[src/rtl/ecq_pkg.sv]
package ecq_pkg;
   typedef enum logic [1:0] {
      ACC_FETCH = 2'b00,
      ACC_LOAD  = 2'b01,
      ACC_STORE = 2'b10,
      ACC_RSVD  = 2'b11
   } acc_e;

   typedef enum logic [1:0] {
      FLT_NONE = 2'b00,
      FLT_ISEG = 2'b01,
      FLT_DSEG = 2'b10,
      FLT_RSVD = 2'b11
   } flt_e;
endpackage

[src/rtl/ecq_quadrant_map.sv]
module ecq_quadrant_map #(
   parameter int PARTW = 12,
   parameter int PIDW  = 20
) (
   input  logic             hv,
   input  logic [1:0]       quad,
   input  logic [PARTW-1:0] part_in,
   input  logic [PIDW-1:0]  pid_in,
   output logic [PARTW-1:0] part_sel,
   output logic [PIDW-1:0]  pid_sel,
   output logic             legal
);
   always_comb begin
      part_sel = '0;
      pid_sel  = '0;
      legal    = 1'b1;
      if (hv) begin
         unique case (quad)
            2'd0: pid_sel = pid_in;
            2'd1: begin part_sel = part_in; pid_sel = pid_in; end
            2'd2: part_sel = part_in;
            default: ;
         endcase
      end else begin
         unique case (quad)
            2'd0: begin part_sel = part_in; pid_sel = pid_in; end
            2'd3: part_sel = part_in;
            default: legal = 1'b0;
         endcase
      end
   end
endmodule

[src/rtl/ecq_real_bypass.sv]
module ecq_real_bypass #(
   parameter int EAW       = 64,
   parameter int CLRW      = 4,
   parameter bit OR_OFFSET = 1'b1
) (
   input  logic [EAW-1:0] ea,
   input  logic [EAW-1:0] rmo,
   output logic [EAW-1:0] raddr
);
   localparam int KEEPW = EAW - CLRW;

   logic [EAW-1:0] cleared;

   for (genvar i = 0; i < EAW; i++) begin : g_bit
      if (i < KEEPW) begin : g_keep
         assign cleared[i] = ea[i];
      end else begin : g_zero
         assign cleared[i] = 1'b0;
      end
   end

   if (OR_OFFSET) begin : g_or
      assign raddr = ea[EAW-1] ? cleared : (cleared | rmo);
   end else begin : g_plain
      logic unused_rmo;
      assign unused_rmo = ^rmo;
      assign raddr = cleared;
   end
endmodule

[src/rtl/ecq_stage_sel.sv]
module ecq_stage_sel #(
   parameter int PARTW = 12
) (
   input  logic             hv,
   input  logic             reloc,
   input  logic             legal,
   input  logic [PARTW-1:0] part_sel,
   output logic             bypass,
   output logic             fault,
   output logic             stage1,
   output logic             stage2
);
   always_comb begin
      bypass = hv & ~reloc;
      fault  = ~bypass & ~legal;
      stage1 = ~bypass & legal & reloc;
      stage2 = ~bypass & legal & ((|part_sel) | ~hv);
   end
endmodule

[src/rtl/ea_ctx_qual.sv]
module ea_ctx_qual
   import ecq_pkg::*;
#(
   parameter int EAW        = 64,
   parameter int PARTW      = 12,
   parameter int PIDW       = 20,
   parameter int PAGE_BITS  = 12,
   parameter int REAL_CLRW  = 4,
   parameter bit OR_OFFSET  = 1'b1
) (
   input  logic             clk,
   input  logic             rst_n,
   input  logic             req_valid,
   input  logic [EAW-1:0]   req_ea,
   input  logic             req_hv,
   input  logic             req_reloc,
   input  logic [1:0]       req_acc,
   input  logic [PARTW-1:0] part_reg,
   input  logic [PIDW-1:0]  pid_reg,
   input  logic [EAW-1:0]   rmo_reg,
   output logic             out_valid,
   output logic [PARTW-1:0] out_part,
   output logic [PIDW-1:0]  out_pid,
   output logic             out_stage1,
   output logic             out_stage2,
   output logic             out_real,
   output logic [EAW-1:0]   out_raddr,
   output logic [2:0]       out_perm,
   output logic [$clog2(EAW+1)-1:0] out_psize,
   output logic             out_fault,
   output logic [1:0]       out_fault_kind,
   output logic [EAW-1:0]   out_fault_addr
);
   localparam int PSW   = $clog2(EAW + 1);
   localparam int QUADW = 2;
   localparam logic [EAW-1:0] WALK_MASK = {EAW{1'b1}} >> QUADW;

   if (EAW < 8) begin : g_chk_eaw
      $error("ea_ctx_qual: EAW too small");
   end
   if (REAL_CLRW < QUADW || REAL_CLRW >= EAW) begin : g_chk_clr
      $error("ea_ctx_qual: REAL_CLRW out of range");
   end
   if (PAGE_BITS < 1 || PAGE_BITS >= EAW) begin : g_chk_page
      $error("ea_ctx_qual: PAGE_BITS out of range");
   end
   if (PARTW < 1 || PIDW < 1) begin : g_chk_ids
      $error("ea_ctx_qual: ID widths must be positive");
   end

   logic [PARTW-1:0] part_sel;
   logic [PIDW-1:0]  pid_sel;
   logic             legal, bypass, fault, stage1, stage2;
   logic [EAW-1:0]   real_addr;

   ecq_quadrant_map #(.PARTW(PARTW), .PIDW(PIDW)) u_qmap (
      .hv       (req_hv),
      .quad     (req_ea[EAW-1 -: QUADW]),
      .part_in  (part_reg),
      .pid_in   (pid_reg),
      .part_sel (part_sel),
      .pid_sel  (pid_sel),
      .legal    (legal)
   );

   ecq_real_bypass #(.EAW(EAW), .CLRW(REAL_CLRW), .OR_OFFSET(OR_OFFSET)) u_rbyp (
      .ea    (req_ea),
      .rmo   (rmo_reg),
      .raddr (real_addr)
   );

   ecq_stage_sel #(.PARTW(PARTW)) u_ssel (
      .hv       (req_hv),
      .reloc    (req_reloc),
      .legal    (legal),
      .part_sel (part_sel),
      .bypass   (bypass),
      .fault    (fault),
      .stage1   (stage1),
      .stage2   (stage2)
   );

   acc_e acc;
   assign acc = acc_e'(req_acc);

   logic data_fault;
   assign data_fault = fault & (acc != ACC_FETCH);

   always_ff @(posedge clk or negedge rst_n) begin
      if (!rst_n) begin
         out_valid      <= 1'b0;
         out_part       <= '0;
         out_pid        <= '0;
         out_stage1     <= 1'b0;
         out_stage2     <= 1'b0;
         out_real       <= 1'b0;
         out_raddr      <= '0;
         out_perm       <= '0;
         out_psize      <= '0;
         out_fault      <= 1'b0;
         out_fault_kind <= FLT_NONE;
         out_fault_addr <= '0;
      end else begin
         out_valid <= req_valid;
         if (req_valid) begin
            out_fault  <= fault;
            out_real   <= bypass;
            out_stage1 <= stage1;
            out_stage2 <= stage2;
            out_part   <= (bypass | fault) ? '0 : part_sel;
            out_pid    <= (bypass | fault) ? '0 : pid_sel;
            if (bypass) begin
               out_raddr <= real_addr;
               out_perm  <= 3'b111;
               out_psize <= PSW'(PAGE_BITS);
            end else begin
               out_raddr <= fault ? '0 : (req_ea & WALK_MASK);
               out_perm  <= '0;
               out_psize <= '0;
            end
            if (!fault) out_fault_kind <= FLT_NONE;
            else if (acc == ACC_FETCH) out_fault_kind <= FLT_ISEG;
            else out_fault_kind <= FLT_DSEG;
            if (data_fault) out_fault_addr <= req_ea;
         end
      end
   end
endmodule

[config.mk]
export PLATFORM = sky130hd
export DESIGN_NAME = ea_ctx_qual
export DESIGN_NICKNAME = d
export VERILOG_FILES = /design/src/rtl/ecq_pkg.sv /design/src/rtl/ecq_quadrant_map.sv /design/src/rtl/ecq_real_bypass.sv /design/src/rtl/ecq_stage_sel.sv /design/src/rtl/ea_ctx_qual.sv
export SDC_FILE = /design/constraint.sdc
export NUM_CORES = 1
export LEC_CHECK = 0
export BUFFER_PORTS_ARGS = -buffer_cell sky130_fd_sc_hd__buf_2
export CORE_ASPECT_RATIO = 0.6
export CORE_MARGIN = 5
export CORE_UTILIZATION = 49
export CTS_CLUSTER_SIZE = 8
export DETAILED_ROUTE_END_ITERATION = 16
export PLACE_DENSITY = 0.85
export SETUP_SLACK_MARGIN = 0.3
export SYNTH_ARGS = -nofsm -noshare
export SYNTH_HDL_FRONTEND = slang
export SYNTH_SLANG_ARGS = --single-unit
[constraint.sdc]
create_clock -name clk -period 2.2 [get_ports clk]
set_input_delay 0.44 -clock clk [delete_from_list [all_inputs] [get_ports clk]]
set_output_delay 0.44 -clock clk [all_outputs]
set_load 0.01 [all_outputs]
==> results of run 1 <==
-- state kept, by name, summed over array words and instances (netlist names) --
name,cells
out_fault,1
out_fault_addr,64
out_fault_kind,2
out_part,12
out_perm,1
out_pid,20
out_raddr,64
out_stage1,1
out_stage2,1
out_valid,1
-- per-layer routing --
metal	global-route usage	wire length [µm]	up-vias	part of all wire
li1	-	-	2468	-
met1	0.316	8250	2731	0.41
met2	0.387	9860	235	0.49
met3	0.0651	1640	26	0.082
met4	0.0709	353	0	0.018
met5	0	0	-	0
-- layout make-up --
class                           count  area [µm²]  share of cell area
Inverter                            5        18.8             0.00202
Clock inverter                     13         115              0.0124
Tap cell                          192         240              0.0259
Multi-Input combinational cell    277        2380               0.257
Timing Repair Buffer              355        1900               0.205
Clock buffer                       19         433              0.0467
Sequential cell                   167        4180               0.451
-- timing repair --
item	4_1_cts	5_1_grt
buffers inserted	0	0
hold endpoints to repair	39	0
hold buffers	1	0
gates resized for setup	0	0
-- through the flow --
| step | instances | instance area (µm²) | util | hold slack (ns) |
|---|---|---|---|---|
| floorplan | 496 | 6880 | - | 0.144 |
| global placement | 995 | 8710 | 0.636 | 0.392 |
| detailed placement | 995 | 8710 | 0.636 | 0.395 |
| CTS | 1028 | 9270 | 0.676 | 0.221 |
| global route | 1028 | 9270 | 0.676 | 0.222 |
| finish | 1028 | 9270 | 0.676 | 0.240 |
-- synthesized netlist by cell type (3+ instances only) --
cell      count
a221o_1      60
nor2_1        3
a21oi_1      21
inv_1         5
buf_6        13
a22o_1       16
mux2i_1      20
nand2_1       8
and2_0       60
dfrtp_1     167
buf_4        11
clkbuf_1      5
mux2_2       64
buf_2        12
buf_1         6
-- report_power, final --
group	switching (mW)	leakage [nW]	internal (mW)
Combinational	0.908	2.44	0.879
Clock	1.25	0.264	1.49
Sequential	0.278	2.07	3.57
-- logic make-up (layout without fill, tap and decap cells) --
kind of cell               count (synthesis)  in the layout  share of synthesized area
and+or+nand+nor                           80             80                     0.0698
muxes                                     84             84                      0.134
adders and majority gates                  2              2                    0.00364
other                                      1              5                   0.000546
DFF                                      167            167                      0.608
AOI/OAI and AO/OA                        106            106                      0.133
buffers and inverters                     52            392                     0.0508
-- cell usage in the layout (no fill, tap or decap), types with 2 or more instances in the layout --
master	instances
inv_8	3
buf_2	337
ha_1	2
dfrtp_1	167
a21oi_1	21
conb_1	5
mux2_2	64
a221o_1	60
nor2_1	3
mux2i_1	20
o211ai_1	2
clkinvlp_4	2
and2_0	60
a22o_1	16
inv_6	3
clkbuf_16	17
nand2_1	8
inv_1	4
nor4_1	2
clkinv_4	4
nand3_1	2
buf_4	10
clkbuf_1	2
buf_12	6
-- worst min-delay path by stage --
stage,startpoint,to,depth (start not counted)
after floorplan,rst_n,out_fault,0
after global placement,rst_n,out_pid[6],1
after detailed placement,rst_n,out_pid[6],1
after CTS,rmo_reg[61],out_raddr[61],3
after global routing,rmo_reg[61],out_raddr[61],3
final,rmo_reg[60],out_raddr[60],3
==> metrics.txt, run 1 <==
delay-heaviest family, CP compound AO/OA/AOI/OAI gates; crit-path cells buf_2 > inv_1 > ha_1 > nor2_1 > o21a_1 > a22o_1; Critical Path End Type flip-flop; final wirelength 20.1 mm; status completed; clk sinks 167; post-route ant nets 0; Vias 5460; Pwr Total 8.37 mW; Slew Limit Fails 0; Avg Cell Area, Syn 14.0 µm²; Worst Max-Slew Pin Slew 0.591 ns; Nets 992; critical path endpoint out_part[3]; largest net degree at the start of global routing 49; Syn Inst Count 492; Final Worst Setup Slack 0.586 ns; die area 16600 µm²; Worst Path Arrival 1.95 ns; Routability Congestion 0.850; Total Neg Setup Slack 0 ns; Initial DRC Count 357; worst vdd ir 0.599 mV; flop2flop setup slack 1.31 ns; Top-Level Pins 344; DR DRC count 0; Crit path required time 2.54 ns; GRT Util Overall 0.237; r2r startpoint out_raddr[28]; die width 163 µm; DP HPWL 15.3 mm; clock root cell clkbuf_16; RSZ-0062 raised after global routing no; CTS Buf Count 17; maxcap violations 0; Power Dens Cells 903 nW/µm²; final period utilization 0.734; H-tree depth 4; worst r2r path cells 1; DR vias/cell 5.31; CTS tree yes; Worst Setup Start Kind primary input; worst path buffer plus inverter count 2; Hold Path Class primary input to flip-flop; clk_lat worst skew 0.39 ns; most area-consuming cells after synthesis dfrtp_1 (61%), mux2_2 (10%), a221o_1 (8.7%); filler instances 1060; skew final 0 ns; Crit Path Max Fanout 13; routed length per instance 19.6 µm; post-synth top area share 0.608; Die Span Y 102 µm; core area 13700 µm²; Synth area leader dfrtp_1; post-synthesis cell area 6870 µm²; sequential share of the synthesized area 0.608; ys async rst share 1.00; EDFF count, synth 0; Synth Register Bits 167; fmax 620 MHz; crit path time final 1.61 ns; leakage power total 4.78 nW; Synth cell types 31; Initial Util 0.501; Final Hold Viols 0; CP startpoint req_ea[62]; total grt overflow 0; slowest CP cell o21a_1; antenna violations before repair 0; vias in the first global route 5602; Ant. Diodes 0; CTS max path bufs 2; Buffers on Ports 338; total of warnings raised by yosys 0; Crit. path cell count 6; slew margin rel. 0.606; Clock transition at path regs 0.07 ns; Place WS 0.178 ns; Area Growth Syn to Fin 35.0%; global-route wire length before repair 30.7 mm; Final setup viols 0; CP max stage delay 0.46 ns; Pre-Repair DR Iteration Count 5; ys flop type dfrtp_1; crit path kind primary input to flip-flop; share of layout cells above drive strength 1 0.541; Rows 33; Critical R2R Capture out_raddr[28]
Power figures use the tool's default switching activity.
==> inputs of run 2 (changes only) <==
Settings changed: ABC_AREA from default to 1, CORE_UTILIZATION 49 to 41, PLACE_DENSITY 0.85 to 0.76.
Clock period 2.2 ns to 1.41 ns, I/O delays scaled along.
==> metrics.txt, run 2 <==
most frequent cell after synthesis dfrtp_1; Place WS -0.466 ns (-0.644 ns); Worst Path Arrival 1.68 ns (-0.27 ns); sequential cell area 4180 µm² (about the same); Top-Level Pins 344 (unchanged); GRT Util Overall 0.237 (about the same); Initial DRC Count 366 (+2.5%); CTS Buf Count 17 (unchanged); post-route ant nets 0 (unchanged); Final Hold Viols 0 (unchanged); wl on met1 10.3 mm (+25%); leakage power total 5.76 nW (+21%); clk_lat worst skew 0.40 ns (about the same); ys flop type dfrtp_1; Routability Congestion 0.841 (-1.0%); metal3 WL 1.85 mm (+13%); clk sinks 167 (unchanged); CTS max path bufs 2 (unchanged); crit path time final 1.35 ns; Synth area leader dfrtp_1; Initial Util 0.415 (-0.0858); DR DRC count 0 (unchanged); met2 wire length 12.0 mm (+22%); EDFF count, synth 0 (unchanged); total of warnings raised by yosys 0 (unchanged); clock root cell clkbuf_16; fmax 742 MHz; most frequent cells in the layout buf_2 (278), dfrtp_1 (166), nand2_1 (147), buf_4 (79), buf_6 (63); fin area 11200 µm² (+21%); core area 16100 µm² (+18%); largest net degree at the start of global routing 103 (+110%); CTS tree yes; Pwr Total 14.6 mW (+74%); post-synthesis cell area 6700 µm² (-2.5%); most area-consuming cells after synthesis dfrtp_1 (62%), mux2_2 (9.9%), nand2_1 (8.6%); CP max stage delay 0.30 ns (-0.16 ns); DP HPWL 16.0 mm (+4.4%); RSZ-0062 raised after global routing yes; Rows 36 (+9.1%); Crit path top cell by count nor2_4; share of layout cells above drive strength 1 0.571 (+0.0304); Nets 1228 (+24%); Synth Register Bits 167 (unchanged); Slew Limit Fails 0 (unchanged); die width 175 µm (+7.5%); maxcap violations 0 (unchanged); uppermost layer routed met4; Final setup viols 0 (unchanged); Multi-input gate area 2480 µm² (+4.0%); Placed Cells 1160 (+17%); routed length per instance 19.1 µm (-2.3%); WHS 0.102 ns (-0.138 ns); Placed Area 8870 µm² (+1.8%); Crit path required time 1.74 ns (-0.80 ns); Worst Setup Start Kind primary input; Syn Inst Count 621 (+26%); Buffers on Ports 338 (unchanged); commonest non-fill, non-tap cell in the layout buf_2; ys async rst share 1.00 (unchanged); Die Span Y 109 µm (+7.2%); Crit Path Max Fanout 10 (-3); status completed; Total Neg Setup Slack 0 ns (unchanged); Final Worst Setup Slack 0.0615 ns (-0.525 ns); slowest CP cell bufbuf_16; global-route wire length before repair 35.4 mm (+15%); filler instances 1192 (+12%); Pre-Repair DR Iteration Count 5 (unchanged); final wirelength 24.5 mm (+22%); crit-path cells buf_8 > clkinvlp_4 > ha_4 > inv_4 > nor2_4 > buf_6 > nor2_4 > inv_8 > bufbuf_16 > o21ai_1; Critical Path End Type flip-flop; Non-Filler Instances 1281 (+25%); crit path kind primary input to flip-flop; sequential share of the synthesized area 0.624 (+0.0157); H-tree depth 4 (unchanged); worst vdd ir 0.724 mV (+21%); skew final 0 ns (unchanged); die area 19100 µm² (+15%); Area Growth Syn to Fin 67.4%; post-synth top area share 0.624 (+0.0157); Power Dens Cells 1300 nW/µm² (+44%); total grt overflow 0 (unchanged); final period utilization 0.956; antenna violations before repair 1 (+1); DR vias/cell 5.01 (-5.7%); Clock transition at path regs 0.07 ns (about the same); Synth cell types 25 (-19%); Vias 6418 (+18%); Hold Path Class primary input to flip-flop; Avg Cell Area, Syn 10.8 µm² (-23%); fin util 0.695 (+0.0188); vias in the first global route 6496 (+16%); Synth top cells by count dfrtp_1 (167), nand2_1 (153), o21ai_0 (84); Largest regs out_fault_addr: 64 flops, out_raddr: 64 flops, out_pid: 20 flops
[run 2: cell types whose count changed after synthesis, moves of 6 or more]
cell      previous run  this run
clkbuf_1             5        18
o21ai_0              2        84
nand2_1              8       153
a221o_1             60         0
mux2i_1             20         0
and2_0              60         0
a21oi_1             21        62
o21ai_1              0        13
buf_1                6         0
buf_6               13         2
a22o_1              16         0
inv_1                5        12
[run 2: logic make-up after synthesis]
logic type / synth area share
muxes: 0.101
other: 0.000560
AOI/OAI and AO/OA: 0.129
adders and majority gates: 0.00374
DFF: 0.624
and+or+nand+nor: 0.0955
buffers and inverters: 0.0458
[run 2: final timing paths]
kind                            depth (start not counted)                 end  slack, ns               start
worst min-delay path                                    1           out_valid       0.10           req_valid
worst min register to register                          2          out_pid[6]       0.49          out_pid[6]
worst max register to register                          3  out_fault_addr[16]       0.41  out_fault_addr[16]
min in group asynchronous                               2  out_fault_addr[33]       0.37               rst_n
max in group asynchronous                               3         out_perm[1]       0.50               rst_n
worst max-delay path                                   10       out_raddr[45]       0.06          req_ea[63]
[run 2: per-layer routing]
metal	up-vias	global-route usage
met3	28	0.0783
met4	0	0.0543
met1	3173	0.308
met2	260	0.393
met5	-	0
li1	2957	-
[run 2: worst max-delay path, delay by kind of cell]
kind / cells / cell delay [ns]
compound gates: 1 / 0.16
fa+ha+maj: 1 / 0.23
buf+inv: 6 / 0.76
simple gates: 2 / 0.23
[run 2: layout make-up]
class / count / area share
inverter: 13 / 0.00636
clock inverter: 12 / 0.0128
clock buffer: 18 / 0.0392
timing repair buffer: 461 / 0.324
antenna: 2 / 0.000447
multi-input combinational: 399 / 0.221
sequential: 167 / 0.373
tap: 209 / 0.0233
[run 2: where the power goes]
| part | switching, mW | internal (mW) |
|---|---|---|
| Sequential | 0.471 | 5.55 |
| Combinational | 1.76 | 2.15 |
| Clock | 1.99 | 2.67 |
[run 2: timing repair]
action	4_1_cts	5_1_grt
endpoints found under the setup margin	332	333
setup buffers	23	48
hold buffers	1	0
cloned	13	4
resized for setup	105	105
endpoints found under the hold margin	29	0
pin swaps	17	4
==> inputs of run 3 (changes only) <==
Settings changed: CORE_UTILIZATION 41 to 44, PLACE_DENSITY 0.76 to 0.77, SLEW_MARGIN from default to 10, SYNTH_HIERARCHICAL from default to 1.
==> metrics.txt, run 3 <==
DR vias/cell 5.48 (+9.4%); Top-Level Pins 344 (unchanged); Final setup viols 1 (+1); Nets 1783 (+45%); post-synth top area share 0.501 (-0.124); post-synthesis cell area 8350 µm² (+25%); Crit path required time 1.72 ns (-0.02 ns); sequential share of the synthesized area 0.501 (-0.124); most frequent cell after synthesis nand2_1; GRT Util Overall 0.313 (+0.0755); Largest regs out_fault_addr: 64 flops, out_raddr: 64 flops, out_pid: 20 flops; Clock transition at path regs 0.08 ns (about the same); mux cell area share after synthesis 0 (-0.101); status complete, but fails checks; post-synthesis compound-gate area fraction 0.0183 (-0.111); clk sinks 167 (unchanged); fmax 706 MHz (-4.8%); die area 21900 µm² (+15%); ys flop type dfrtp_1; vias in the first global route 9484 (+46%); ys async rst share 1.00 (unchanged); P_sw 5.71 mW (+35%); Initial DRC Count 1016 (+180%); Rows 39 (+8.3%); filler instances 1100 (-7.7%); DP HPWL 20.8 mm (+30%); Synth area leader dfrtp_1; failing checks negative setup slack; P_int 11.2 mW (+7.6%); Worst Path Arrival 1.72 ns (+0.04 ns); share of layout cells above drive strength 1 0.526 (-0.0449); skew final 0 ns (unchanged); Critical R2R Capture out_raddr[50]; WHS 0.119 ns (+0.0171 ns); Initial Util 0.443 (+0.0280); CTS max path bufs 2 (unchanged); crit path time final 1.42 ns (+0.0684 ns); fin area 15000 µm² (+34%); most frequent cells in the layout nand2_1 (380), buf_2 (266), dfrtp_1 (166), buf_4 (139), nand3_2 (121); largest family of logic cells by synthesized area simple AND/OR/NAND/NOR gates; Buffers on Ports 338 (unchanged); DR DRC count 0 (unchanged); Seq pwr share 0.365 (-0.047); maxcap violations 0 (unchanged); Synth top cells by count nand2_1 (476), nand3_1 (244), dfrtp_1 (167); RSZ-0062 raised after global routing yes; CTS tree yes; worst r2r path cells 4 (+1); Critical Path End Type flip-flop; final wirelength 40.0 mm (+63%); final period utilization 1.00 (+0.0485); clock share of power 0.275 (-0.045); Worst Max-Slew Pin Slew 0.792 ns; Total Neg Setup Slack -0.00690 ns (-0.00690 ns); commonest non-fill, non-tap cell in the layout nand2_1; Pre-Repair DR Iteration Count 6 (+1); sequential cell area 4180 µm² (unchanged); Routability Congestion 0.852 (+1.3%); Synth cell types 18 (-28%); most area-consuming cells after synthesis dfrtp_1 (50%), nand2_1 (21%), nand3_1 (15%); clk_lat worst skew 0.41 ns (about the same); flop2flop setup slack 0.46 ns (+0.05 ns); Worst Setup Start Kind primary input; crit path kind primary input to flip-flop; Power Dens Cells 1130 nW/µm² (-13%); CTS Buf Count 17 (unchanged); total grt overflow 0 (unchanged); Slew Limit Fails 0 (unchanged); Final Hold Viols 0 (unchanged); critical path endpoint out_stage2; Syn Inst Count 1111 (+79%); antenna violations before repair 1 (unchanged); CP startpoint req_ea[62]; Avg Cell Area, Syn 7.52 µm² (-30%); total of warnings raised by yosys 6 (+6); slew margin rel. 0.472; leakage power total 8.22 nW (+43%); Crit Path Max Fanout 6 (-4); adder-cell area share of the yosys netlist 0.00300 (-0.000740); EDFF count, synth 0 (unchanged); Final Worst Setup Slack -0.00690 ns (-0.0684 ns); global-route wire length before repair 53.1 mm (+50%); Hold Path Class primary input to flip-flop; Sw Share 0.339 (+0.0491); Place WS -0.366 ns (+0.100 ns); Vias 10300 (+60%); Area Growth Syn to Fin 79.3%; core area 18800 µm² (+17%); Synth Register Bits 167 (unchanged); Placed Cells 1668 (+44%); Multi-input gate area 4560 µm² (+84%); Placed Area 10500 µm² (+19%); H-tree depth 4 (unchanged); combinational power share 0.360 (+0.092); xor/xnor share of the synthesized area 0 (unchanged); Die Span Y 117 µm (+7.1%); post-route ant nets 0 (unchanged); die width 188 µm (+7.3%); Non-Filler Instances 1872 (+46%); worst vdd ir 0.808 mV (+12%); clock root cell clkbuf_16; r2r startpoint out_raddr[50]; post-synthesis simple-gate area fraction 0.368 (+0.273); routed length per instance 21.4 µm (+12%); largest net degree at the start of global routing 67 (-35%)
[run 3: worst min-delay path by stage]
stage	start	end	slack (ns)	depth (start not counted)
floorplan	rst_n	out_fault	-0.01	0
finish	req_ea[34]	out_fault_addr[34]	0.12	3
global placement	rst_n	out_pid[5]	0.19	1
CTS	req_ea[34]	out_fault_addr[34]	0.10	3
detailed placement	rst_n	out_pid[5]	0.19	1
global route	req_ea[41]	out_fault_addr[41]	0.1	3
[run 3: area by class of cell]
class / instances / share of cell area
repair buffers: 561 / 0.331
multi-input cells: 767 / 0.305
flip-flops and latches: 167 / 0.279
clock buffers: 18 / 0.0293
inverters: 99 / 0.0265
well taps: 246 / 0.0206
clock inverters: 12 / 0.00811
repair inverters: 1 / 0.000501
diodes: 1 / 0.000167
[run 3: timing repair]
| item | CTS | global route |
|---|---|---|
| gates resized for setup | 213 | 221 |
| hold buffers | 1 | 0 |
| cloned | 29 | 5 |
| buffers inserted | 74 | 64 |
| pin swaps | 49 | 110 |
| setup endpoints to repair | 298 | 332 |
| endpoints found under the hold margin | 22 | 0 |
[run 3: per-stage QoR]
stage	utilization	power, mW
2_1_floorplan	-	7.71
3_3_place_gp	0.558	9.36
3_5_place_dp	0.558	9.45
4_1_cts	0.707	15.4
5_1_grt	0.795	17.5
6_report	0.795	16.9
[run 3: layer usage]
layer	part of all wire	up-vias	track usage
met5	0.00028	-	0
met4	0.038	2	0.0914
met3	0.11	134	0.0866
met2	0.47	701	0.504
met1	0.38	4923	0.421
li1	-	4498	-
[run 3: logic make-up (layout without fill, tap and decap cells)]
family,after synthesis,count (layout)
AND/OR/NAND/NOR,736,737
buffers and inverters,182,691
flip-flops,167,167
AO/OA/AOI/OAI,23,23
adder cells (fa/ha/maj),2,2
other,1,6
[run 3: power by group through the flow]
stage | clock [mW] | sequential, mW | combinational (mW)
CTS | 4.58 | 6.08 | 4.76
finish | 4.64 | 6.16 | 6.07
global placement | 0 | 6.05 | 3.30
floorplan | 0 | 6.40 | 1.31
global route | 4.88 | 6.23 | 6.43
detailed placement | 0 | 6.06 | 3.38
[run 3: worst max-delay path, cell delays in order]
cell	delay (ns)
buf_8	0.09
inv_8	0.03
ha_4	0.30
buf_6	0.11
buf_6	0.10
clkinvlp_4	0.15
nand3_2	0.13
nand2_2	0.08
nor2_2	0.11
nand2_1	0.06
nor2_1	0.11
a21oi_1	0.07
nand2_1	0.07
nand2_1	0.05
